### src/rtl/sertx_pkg.sv
package sertx_pkg;

  typedef enum logic {SH_IDLE, SH_SEND} sh_state_e;

  // Total bit times of one frame: start + data (+ ninth) + stop.
  function automatic int frame_bits(input logic nine, input int data_w);
    return data_w + 2 + (nine ? 1 : 0);
  endfunction

endpackage

### src/rtl/sertx_bit_timer.sv
module sertx_bit_timer #(
  parameter int TICKS_PER_BIT = 16
) (
  input  logic clk,
  input  logic rst_n,
  input  logic restart,
  input  logic run,
  input  logic baud_tick,
  output logic bit_end
);
  localparam int CNT_W = (TICKS_PER_BIT > 1) ? $clog2(TICKS_PER_BIT) : 1;
  localparam logic [CNT_W-1:0] LAST = CNT_W'(TICKS_PER_BIT - 1);

  logic [CNT_W-1:0] cnt;

  assign bit_end = run && baud_tick && (cnt == LAST);

  always_ff @(posedge clk or negedge rst_n) begin
    if (!rst_n) begin
      cnt <= '0;
    end else if (restart || !run) begin
      cnt <= '0;
    end else if (baud_tick) begin
      cnt <= bit_end ? '0 : cnt + 1'b1;
    end
  end

endmodule

### src/rtl/sertx_hold.sv
module sertx_hold #(
  parameter int DATA_W = 8
) (
  input  logic              clk,
  input  logic              rst_n,
  input  logic              enable,
  input  logic              wr_stb,
  input  logic [DATA_W-1:0] wr_data,
  input  logic              wr_b9,
  input  logic              wr_nine,
  input  logic              shifter_busy,
  input  logic              frame_done,
  output logic              xfer,
  output logic              hold_empty,
  output logic [DATA_W-1:0] hold_data,
  output logic              hold_b9,
  output logic              hold_nine
);
  logic full;
  logic accept;

  assign accept     = enable && wr_stb && !full;
  assign xfer       = enable && full && (!shifter_busy || frame_done);
  assign hold_empty = !full;

  always_ff @(posedge clk or negedge rst_n) begin
    if (!rst_n) begin
      full      <= 1'b0;
      hold_data <= '0;
      hold_b9   <= 1'b0;
      hold_nine <= 1'b0;
    end else if (!enable) begin
      full <= 1'b0;
    end else if (xfer) begin
      full <= 1'b0;
    end else if (accept) begin
      full      <= 1'b1;
      hold_data <= wr_data;
      hold_b9   <= wr_b9;
      hold_nine <= wr_nine;
    end
  end

  // a strobe into a full, non-draining holding register changes nothing
  a_r7_full_write_discarded: assert property (@(posedge clk) disable iff (!rst_n)
    (enable && full && wr_stb && !xfer) |=> (!hold_empty && hold_data == $past(hold_data)));

endmodule

### src/rtl/sertx_shifter.sv
module sertx_shifter #(
  parameter int DATA_W        = 8,
  parameter int TICKS_PER_BIT = 16
) (
  input  logic              clk,
  input  logic              rst_n,
  input  logic              enable,
  input  logic              load,
  input  logic [DATA_W-1:0] load_data,
  input  logic              load_b9,
  input  logic              load_nine,
  input  logic              baud_tick,
  output logic              txd,
  output logic              busy,
  output logic              frame_done
);
  import sertx_pkg::*;

  localparam int FRAME_MAX = DATA_W + 3;
  localparam int IDX_W     = $clog2(FRAME_MAX + 1);

  sh_state_e            state;
  logic [FRAME_MAX-1:0] shreg;
  logic [IDX_W-1:0]     left;
  logic                 bit_end;

  function automatic logic [FRAME_MAX-1:0] build_frame(
    input logic [DATA_W-1:0] d, input logic b9, input logic nine);
    logic [FRAME_MAX-1:0] f;
    f = '1;
    f[0] = 1'b0;
    f[DATA_W:1] = d;
    if (nine) f[DATA_W+1] = b9;
    return f;
  endfunction

  sertx_bit_timer #(.TICKS_PER_BIT(TICKS_PER_BIT)) u_timer (
    .clk       (clk),
    .rst_n     (rst_n),
    .restart   (load),
    .run       (busy && enable),
    .baud_tick (baud_tick),
    .bit_end   (bit_end)
  );

  assign busy       = (state == SH_SEND);
  assign frame_done = bit_end && (left == IDX_W'(1));
  assign txd        = shreg[0];

  always_ff @(posedge clk or negedge rst_n) begin
    if (!rst_n) begin
      state <= SH_IDLE;
      shreg <= '1;
      left  <= '0;
    end else if (!enable) begin
      state <= SH_IDLE;
      shreg <= '1;
      left  <= '0;
    end else if (load) begin
      state <= SH_SEND;
      shreg <= build_frame(load_data, load_b9, load_nine);
      left  <= IDX_W'(frame_bits(load_nine, DATA_W));
    end else if (bit_end) begin
      shreg <= {1'b1, shreg[FRAME_MAX-1:1]};
      left  <= left - 1'b1;
      if (left == IDX_W'(1)) state <= SH_IDLE;
    end
  end

  // a load puts the start bit on the line at once
  a_r2_start_follows_load: assert property (@(posedge clk) disable iff (!rst_n)
    load |=> !txd);

  // without a tick, load or abort, the line holds its level
  a_r4_line_steady_between_ticks: assert property (@(posedge clk) disable iff (!rst_n)
    (enable && !baud_tick && !load) |=> $stable(txd));

endmodule

### src/rtl/sertx_dbuf.sv
module sertx_dbuf #(
  parameter int DATA_W        = 8,
  parameter int TICKS_PER_BIT = 16
) (
  input  logic              clk,
  input  logic              rst_n,
  input  logic              tx_en,
  input  logic              wr_stb,
  input  logic [DATA_W-1:0] wr_data,
  input  logic              wr_bit9,
  input  logic              nine_mode,
  input  logic              baud_tick,
  input  logic              irq_en,
  output logic              txd,
  output logic              hold_empty,
  output logic              shift_empty,
  output logic              irq
);
  logic              xfer;
  logic              busy;
  logic              frame_done;
  logic [DATA_W-1:0] hold_data;
  logic              hold_b9;
  logic              hold_nine;

  sertx_hold #(.DATA_W(DATA_W)) u_hold (
    .clk          (clk),
    .rst_n        (rst_n),
    .enable       (tx_en),
    .wr_stb       (wr_stb),
    .wr_data      (wr_data),
    .wr_b9        (wr_bit9),
    .wr_nine      (nine_mode),
    .shifter_busy (busy),
    .frame_done   (frame_done),
    .xfer         (xfer),
    .hold_empty   (hold_empty),
    .hold_data    (hold_data),
    .hold_b9      (hold_b9),
    .hold_nine    (hold_nine)
  );

  sertx_shifter #(.DATA_W(DATA_W), .TICKS_PER_BIT(TICKS_PER_BIT)) u_shift (
    .clk        (clk),
    .rst_n      (rst_n),
    .enable     (tx_en),
    .load       (xfer),
    .load_data  (hold_data),
    .load_b9    (hold_b9),
    .load_nine  (hold_nine),
    .baud_tick  (baud_tick),
    .txd        (txd),
    .busy       (busy),
    .frame_done (frame_done)
  );

  assign shift_empty = !busy;
  assign irq         = hold_empty && irq_en;

  // disabled block sits idle with both flags set
  a_r10_disabled_idle: assert property (@(posedge clk) disable iff (!rst_n)
    !tx_en |=> (txd && hold_empty && shift_empty));

  // holding data moves only into an idle shifter or at a frame end
  a_r6_xfer_only_when_free: assert property (@(posedge clk) disable iff (!rst_n)
    xfer |-> (shift_empty || frame_done));

  // shifter becomes empty only after a stop bit or an abort
  a_r8_empty_after_stop: assert property (@(posedge clk) disable iff (!rst_n)
    $rose(shift_empty) |-> ($past(frame_done) || !$past(tx_en)));

  // an accepted write clears the holding-empty flag at the next edge
  a_r5_write_fills_hold: assert property (@(posedge clk) disable iff (!rst_n)
    (tx_en && wr_stb && hold_empty) |=> (!hold_empty || !$past(tx_en)));

endmodule

### config.mk
export PLATFORM = sky130hd
export DESIGN_NAME = sertx_dbuf
export DESIGN_NICKNAME = d
export VERILOG_FILES = /design/src/rtl/sertx_pkg.sv /design/src/rtl/sertx_bit_timer.sv /design/src/rtl/sertx_hold.sv /design/src/rtl/sertx_shifter.sv /design/src/rtl/sertx_dbuf.sv
export SDC_FILE = /design/constraint.sdc
export NUM_CORES = 1
export LEC_CHECK = 0
export ABC_AREA = 1
export BUFFER_PORTS_ARGS = -buffer_cell sky130_fd_sc_hd__buf_2
export CAP_MARGIN = 20
export CELL_PAD_IN_SITES_DETAIL_PLACEMENT = 1
export CELL_PAD_IN_SITES_GLOBAL_PLACEMENT = 1
export CORE_UTILIZATION = 46
export CTS_CLUSTER_SIZE = 28
export DETAILED_ROUTE_END_ITERATION = 12
export PLACE_DENSITY_LB_ADDON = 0.08
export SLEW_MARGIN = 10
export SYNTH_ARGS = -nofsm -noshare
export SYNTH_HDL_FRONTEND = slang
export SYNTH_SLANG_ARGS = --single-unit
### constraint.sdc
create_clock -name clk -period 2.2 [get_ports clk]
set_input_delay 0.44 -clock clk [delete_from_list [all_inputs] [get_ports clk]]
set_output_delay 0.44 -clock clk [all_outputs]
set_load 0.02 [all_outputs]
After elaboration in Yosys (flattened, before gate mapping):

Cells that the tools add are included.

* register bits: 31
* bits of input ports: 16
* output and inout bits: 4
* word-level logic and storage cells: 52

* add/sub/neg operators: 3
* bitwise gates (word level): 1
* reductions and logical operators: 17
* muxes and demuxes: 18
* equal/unequal tests: 5

Operators with widths (number)
* 11-bit two-way mux: 3
* 4-bit two-way mux: 6
* 1-bit logical AND: 9
* 1-bit two-way mux: 9
* 3-bit by 1-bit != test with 1-bit output, second input constant: 3
* 4-bit by 1-bit adder with 4-bit output, second input constant: 1
* 4-bit adder, first input constant: 1
* 4-bit by 1-bit equality test with 1-bit output, second input constant: 1
* 4-bit equality test, second input constant: 1
* 4-bit by 1-bit subtractor with 4-bit output, second input constant: 1
* 1-bit logical NOT: 3
* 3-bit AND reduction: 1
* 1-bit logical OR: 2
* 2-bit AND reduction: 1
* 2-bit nonzero test: 1
* 1-bit NOT: 1

Longest topological paths before layout:

* word-level depth: 8
* mapped depth: 10

Modules after synthesis:

From an unflattened synthesis, not the netlist that was laid out.

* cells, all modules: 168
* area total of the unflattened synthesis: 1492.7 µm²

Modules (own cells, without submodules)
* sertx_shifter: cells an instance 82, area an instance 739.5 µm², times used 1
* sertx_hold: cells an instance 52, area an instance 505.5 µm², times used 1
* sertx_bit_timer: cells an instance 31, area an instance 236.5 µm², times used 1
* sertx_dbuf: cells an instance 3, area an instance 11.3 µm², times used 1

Least setup slack after synthesis:

No wires, ideal clock.

* kind: flip-flop to flip-flop
* start: register u_shift.u_timer.cnt[0]
* end: register u_shift.left[0]
* data arrival time: 1.316 ns
* path slack: 0.767 ns
* library setup time: 0.117 ns
* stages on the path, launching flop included: 10
* path through: dfrtp_1 ha_1 nand3_1 nor2_4 nand2_2 nand2_2 nand2_2 buf_2 nand3_1 nand2_1

* word-level cells in the longest chain between the ends: 7

Ends and longest elaborated chain
* start, declared: line sertx_bit_timer.sv:14 `logic [CNT_W-1:0] cnt;`
* start signal, assigned: line sertx_bit_timer.sv:24 `cnt <= bit_end ? '0 : cnt + 1'b1;`
* 4-bit equality test (*): line sertx_bit_timer.sv:16 `assign bit_end = run && baud_tick && (cnt == LAST);`
* 1-bit logical AND (*): line sertx_bit_timer.sv:16
* 1-bit logical AND: line sertx_shifter.sv:47 `assign frame_done = bit_end && (left == IDX_W'(1));`
* 1-bit logical OR: line sertx_hold.sv:23 `assign xfer = enable && full && (!shifter_busy || frame_done);`
* 1-bit logical AND: line sertx_hold.sv:23
* 4-bit two-way mux: line sertx_shifter.sv:59 `end else if (load) begin`
* 4-bit two-way mux: line sertx_shifter.sv:55 `end else if (!enable) begin`
* end signal, assigned: line sertx_shifter.sv:62 `left <= IDX_W'(frame_bits(load_nine, DATA_W));`
* end signal, assigned: line sertx_shifter.sv:65 `left <= left - 1'b1;`
* end, declared: line sertx_shifter.sv:24 `logic [IDX_W-1:0] left;`

Every way passes the cells marked *; elsewhere a longest branch is shown, timed or not.
A chain may end at the register's enable or synchronous reset.

Worst setup path in the final report:

* start: register u_shift.u_timer.cnt[0]
* end: register u_shift.shreg[4]

* word-level cells in the longest chain between the ends: 7

Ends and longest elaborated chain
* 4-bit equality test (*): line sertx_bit_timer.sv:16
* 1-bit logical AND (*): line sertx_bit_timer.sv:16
* 1-bit logical AND: line sertx_shifter.sv:47
* 1-bit logical OR: line sertx_hold.sv:23
* 1-bit logical AND: line sertx_hold.sv:23
* 11-bit two-way mux: line sertx_shifter.sv:59
* 11-bit two-way mux: line sertx_shifter.sv:55
* end signal, assigned: line sertx_shifter.sv:61 `shreg <= build_frame(load_data, load_b9, load_nine);`
* end signal, assigned: line sertx_shifter.sv:64 `shreg <= {1'b1, shreg[FRAME_MAX-1:1]};`
* end, declared: line sertx_shifter.sv:23 `logic [FRAME_MAX-1:0] shreg;`

Marks and branches as above.

==> summary.md <==
| Metric | Value |
|---|---|
| Global routing's busiest layer | met2 |
| Num CTS Buffers | 5 |
| Post-Syn Area | 1460 um^2 |
| Post-DP HPWL | 2220 um |
| GP Congestion | 0.701 |
| Die X | 58.4 um |
| Die area | 3410 um^2 |
| Area share of the largest cell type after synthesis | 34.2% |
| Global Route met3 Usage | 7.25% |
| Bufs and invs on worst path | 0 |
| Critical path peak fanout | 22 |
| Min cycle time layout | 1.92 ns |
| Status | finished clean |
| CTS clk-pin slew, worst paths | 0.09 ns |
| Port Buffer Count | 19 |
| Required time of the critical path | 2.47 ns |
| Area post-placement | 1590 um^2 |
| Delay-heaviest family, CP | simple AND/OR/NAND/NOR gates |
| Vias per std cell | 5.01 |
| N_diodes | 0 |
| Gr usage total | 20.9% |
| Yosys warns | 0 |
| Flops & latches, synth | 30 |
| Syn nets | 176 |
| DP Cell Count | 216 |
| Unrepaired setup endpoints after global routing | no |
| Leak | 0.788 nW |
| First-pass GRT wire length | 5220 um |
| Slowest CP cell | dfrtp_1 |
| M1 GR Usage | 24.0% |
| Clk root buf | clkbuf_4 |
| CTS resizes | 0 |
| H-tree level count | 2 |
| TNS Setup | 0 ns |
| Top cell type by total area after synthesis | dfrtp_1 |
| Most frequent cells after synthesis | nand2_1 (41), nand3_1 (21), dfrtp_1 (20), inv_1 (14) |
| Hold Vio Cnt, Final | 0 |
| Nets | 198 |
| Post-synth EDFFs | 0 |
| Top-count cell post-synth | nand2_1 |
| Slew HR | 56.0% |
| Type of origin of the critical path | register |
| CP Data Arrival Time | 2.19 ns |
| Final setup vio count | 0 |
| Register area share after synthesis | 52.2% |
| Remaining Overflow, GRT | 0 |
| CTS tree | done |
| Drt wl/cell | 13.3 um |
| Worst-margin pin slew | 0.659 ns |
| Pre-antenna DRT Iters | 4 |
| Cell Pwr Density | 731 nW/um^2 |
| Non-filler instance count after layout | 224 |
| Largest stage delay, worst path | 0.42 ns |
| Initial Utilization | 48.3% |
| GR Util met2 | 36.5% |
| Largest net degree at the start of global routing | 31 |
| Asr flop ratio synth | 100% |
| Clk_lat worst skew | 0.33 ns |
| Max cap viols | 0 |
| Critical-path cell list | ha_1, nand3_1, nor2_4, nand2_2, nand2_2, nand2_2, nand2_1, nand3_1, nand2_1 |
| Top cells by area, synth | dfrtp_1 (34%), dfstp_2 (18%), nand2_1 (11%), mux2_2 (7.7%), nand3_1 (7.2%) |
| F_max | 520 MHz |
| Proportion of layout cells with a drive suffix above 1 | 27.8% |
| Area Overhead vs Synth | 11.9% |
| Design area | 1640 um^2 |
| Setup crit end kind | register |
| # Post-CTS Setup Buffers | 0 |
| Clk_skew | 0.00566 ns |
| Final ANT Viol Nets | 0 |
| Die height | 58.4 um |
| Crit path top cell by count | nand2_2 |
| # IOs | 20 |
| Synth cell types | 23 |
| DR DRC count | 0 |
| Syn Inst Count | 157 |
| Antenna violations before repair | 0 |
| Core box area | 3030 um^2 |
| VDD IR max | 0.404 mV |
| Most used DFF post-synth | dfrtp_1 |
| Clock sink count | 30 |
| 1st-iter DRT viols | 35 |
| Avg Inst Size Synth | 9.32 um^2 |
| Post-CTS Hold Buffers | 0 |
| Max clock buf depth | 2 |
| Max Transition Viols Final | 0 |
| Kind of critical path | reg -> reg |
| Hold Crit Class | in -> async |
| Routed WL | 2990 um |
| Rows | 20 |
| Vias in the first global route | 1193 |
| Routed vias | 1123 |
| Tcrit/Tclk final | 87.4% |
## placed cells by master (no fill, tap or decap)
master and n:
a21oi_1 5, buf_2 19, clkbuf_1 3, clkbuf_4 5
dfrtp_1 20, dfstp_2 10, ha_1 3, inv_1 14
mux2_2 10, nand2_1 41, nand2_2 3, nand2_4 1
nand3_1 21, nand3_2 1, nand3b_1 4, nor2_1 4
nor2_4 1, nor3_1 2, nor3b_1 1, o21a_1 1
o21ai_0 7, o21ai_1 1, xor2_1 3
## power breakdown
| group | total (mW) | internal, mW | switching, mW |
|---|---|---|---|
| Sequential | 0.686 | 0.643 | 0.0423 |
| Combinational | 0.201 | 0.0870 | 0.114 |
| Clock | 0.310 | 0.127 | 0.183 |
## flip-flops by register name (all words and copies together), names as in the netlist
register / count
u_hold.full: 1
u_shift.shreg: 10
u_shift.left: 4
u_hold.hold_b9: 1
u_shift.busy: 1
u_shift.u_timer.cnt: 4
u_hold.hold_nine: 1
u_hold.hold_data: 8
## cell type report
| class | instances | area (um^2) |
|---|---|---|
| clock buffers | 8 | 48.8 |
| inverters | 14 | 52.6 |
| well taps | 44 | 55.1 |
| fillers | 372 | 1390 |
| multi-input cells | 109 | 622 |
| flip-flops and latches | 30 | 763 |
| repair buffers | 19 | 95.1 |
## through the flow
step	worst slack (ns)	hold slack [ns]	total power, mW	utilization [%]
2_1_floorplan	0.767	0.144	0.831	-
3_3_place_gp	0.406	0.462	0.886	52.4
3_5_place_dp	0.298	0.474	0.903	52.4
4_1_cts	0.273	0.146	1.22	54.0
5_1_grt	0.0908	0.174	1.27	54.0
6_report	0.276	0.130	1.20	54.0
## worst paths after layout
path	endpoint	slack, ns	depth (start not counted)	start
max	u_shift.shreg[4]	0.28	9	u_shift.u_timer.cnt[0]
min	u_shift.u_timer.cnt[2]	0.13	1	rst_n
max reg2reg	u_shift.shreg[4]	0.28	9	u_shift.u_timer.cnt[0]
min reg2reg	u_shift.shreg[0]	0.49	2	u_shift.shreg[0]
max in group asynchronous	u_hold.hold_data[2]	1.64	1	rst_n
min in group clk	u_hold.hold_data[4]	0.34	2	wr_data[4]
## per-layer routing
metal / up-vias / share of wire, %
li1: 556 / -
met5: - / 0
met4: 0 / 1.1
met3: 5 / 3.3
met1: 543 / 46
met2: 19 / 49
## logic make-up (layout without fill, tap and decap cells)
family                     count (synthesis)  after routing  synth area share (%)
muxes                                     10             10                  7.70
DFF                                       30             30                  52.2
xor gates and xnor gates                   3              3                  1.80
AOI/OAI and AO/OA                         14             14                  4.96
and+or+nand+nor                           79             79                  25.5
adders and majority gates                  3              3                  2.57
buffers and inverters                     18             41                  5.30
(Power assumes the default switching activity.)
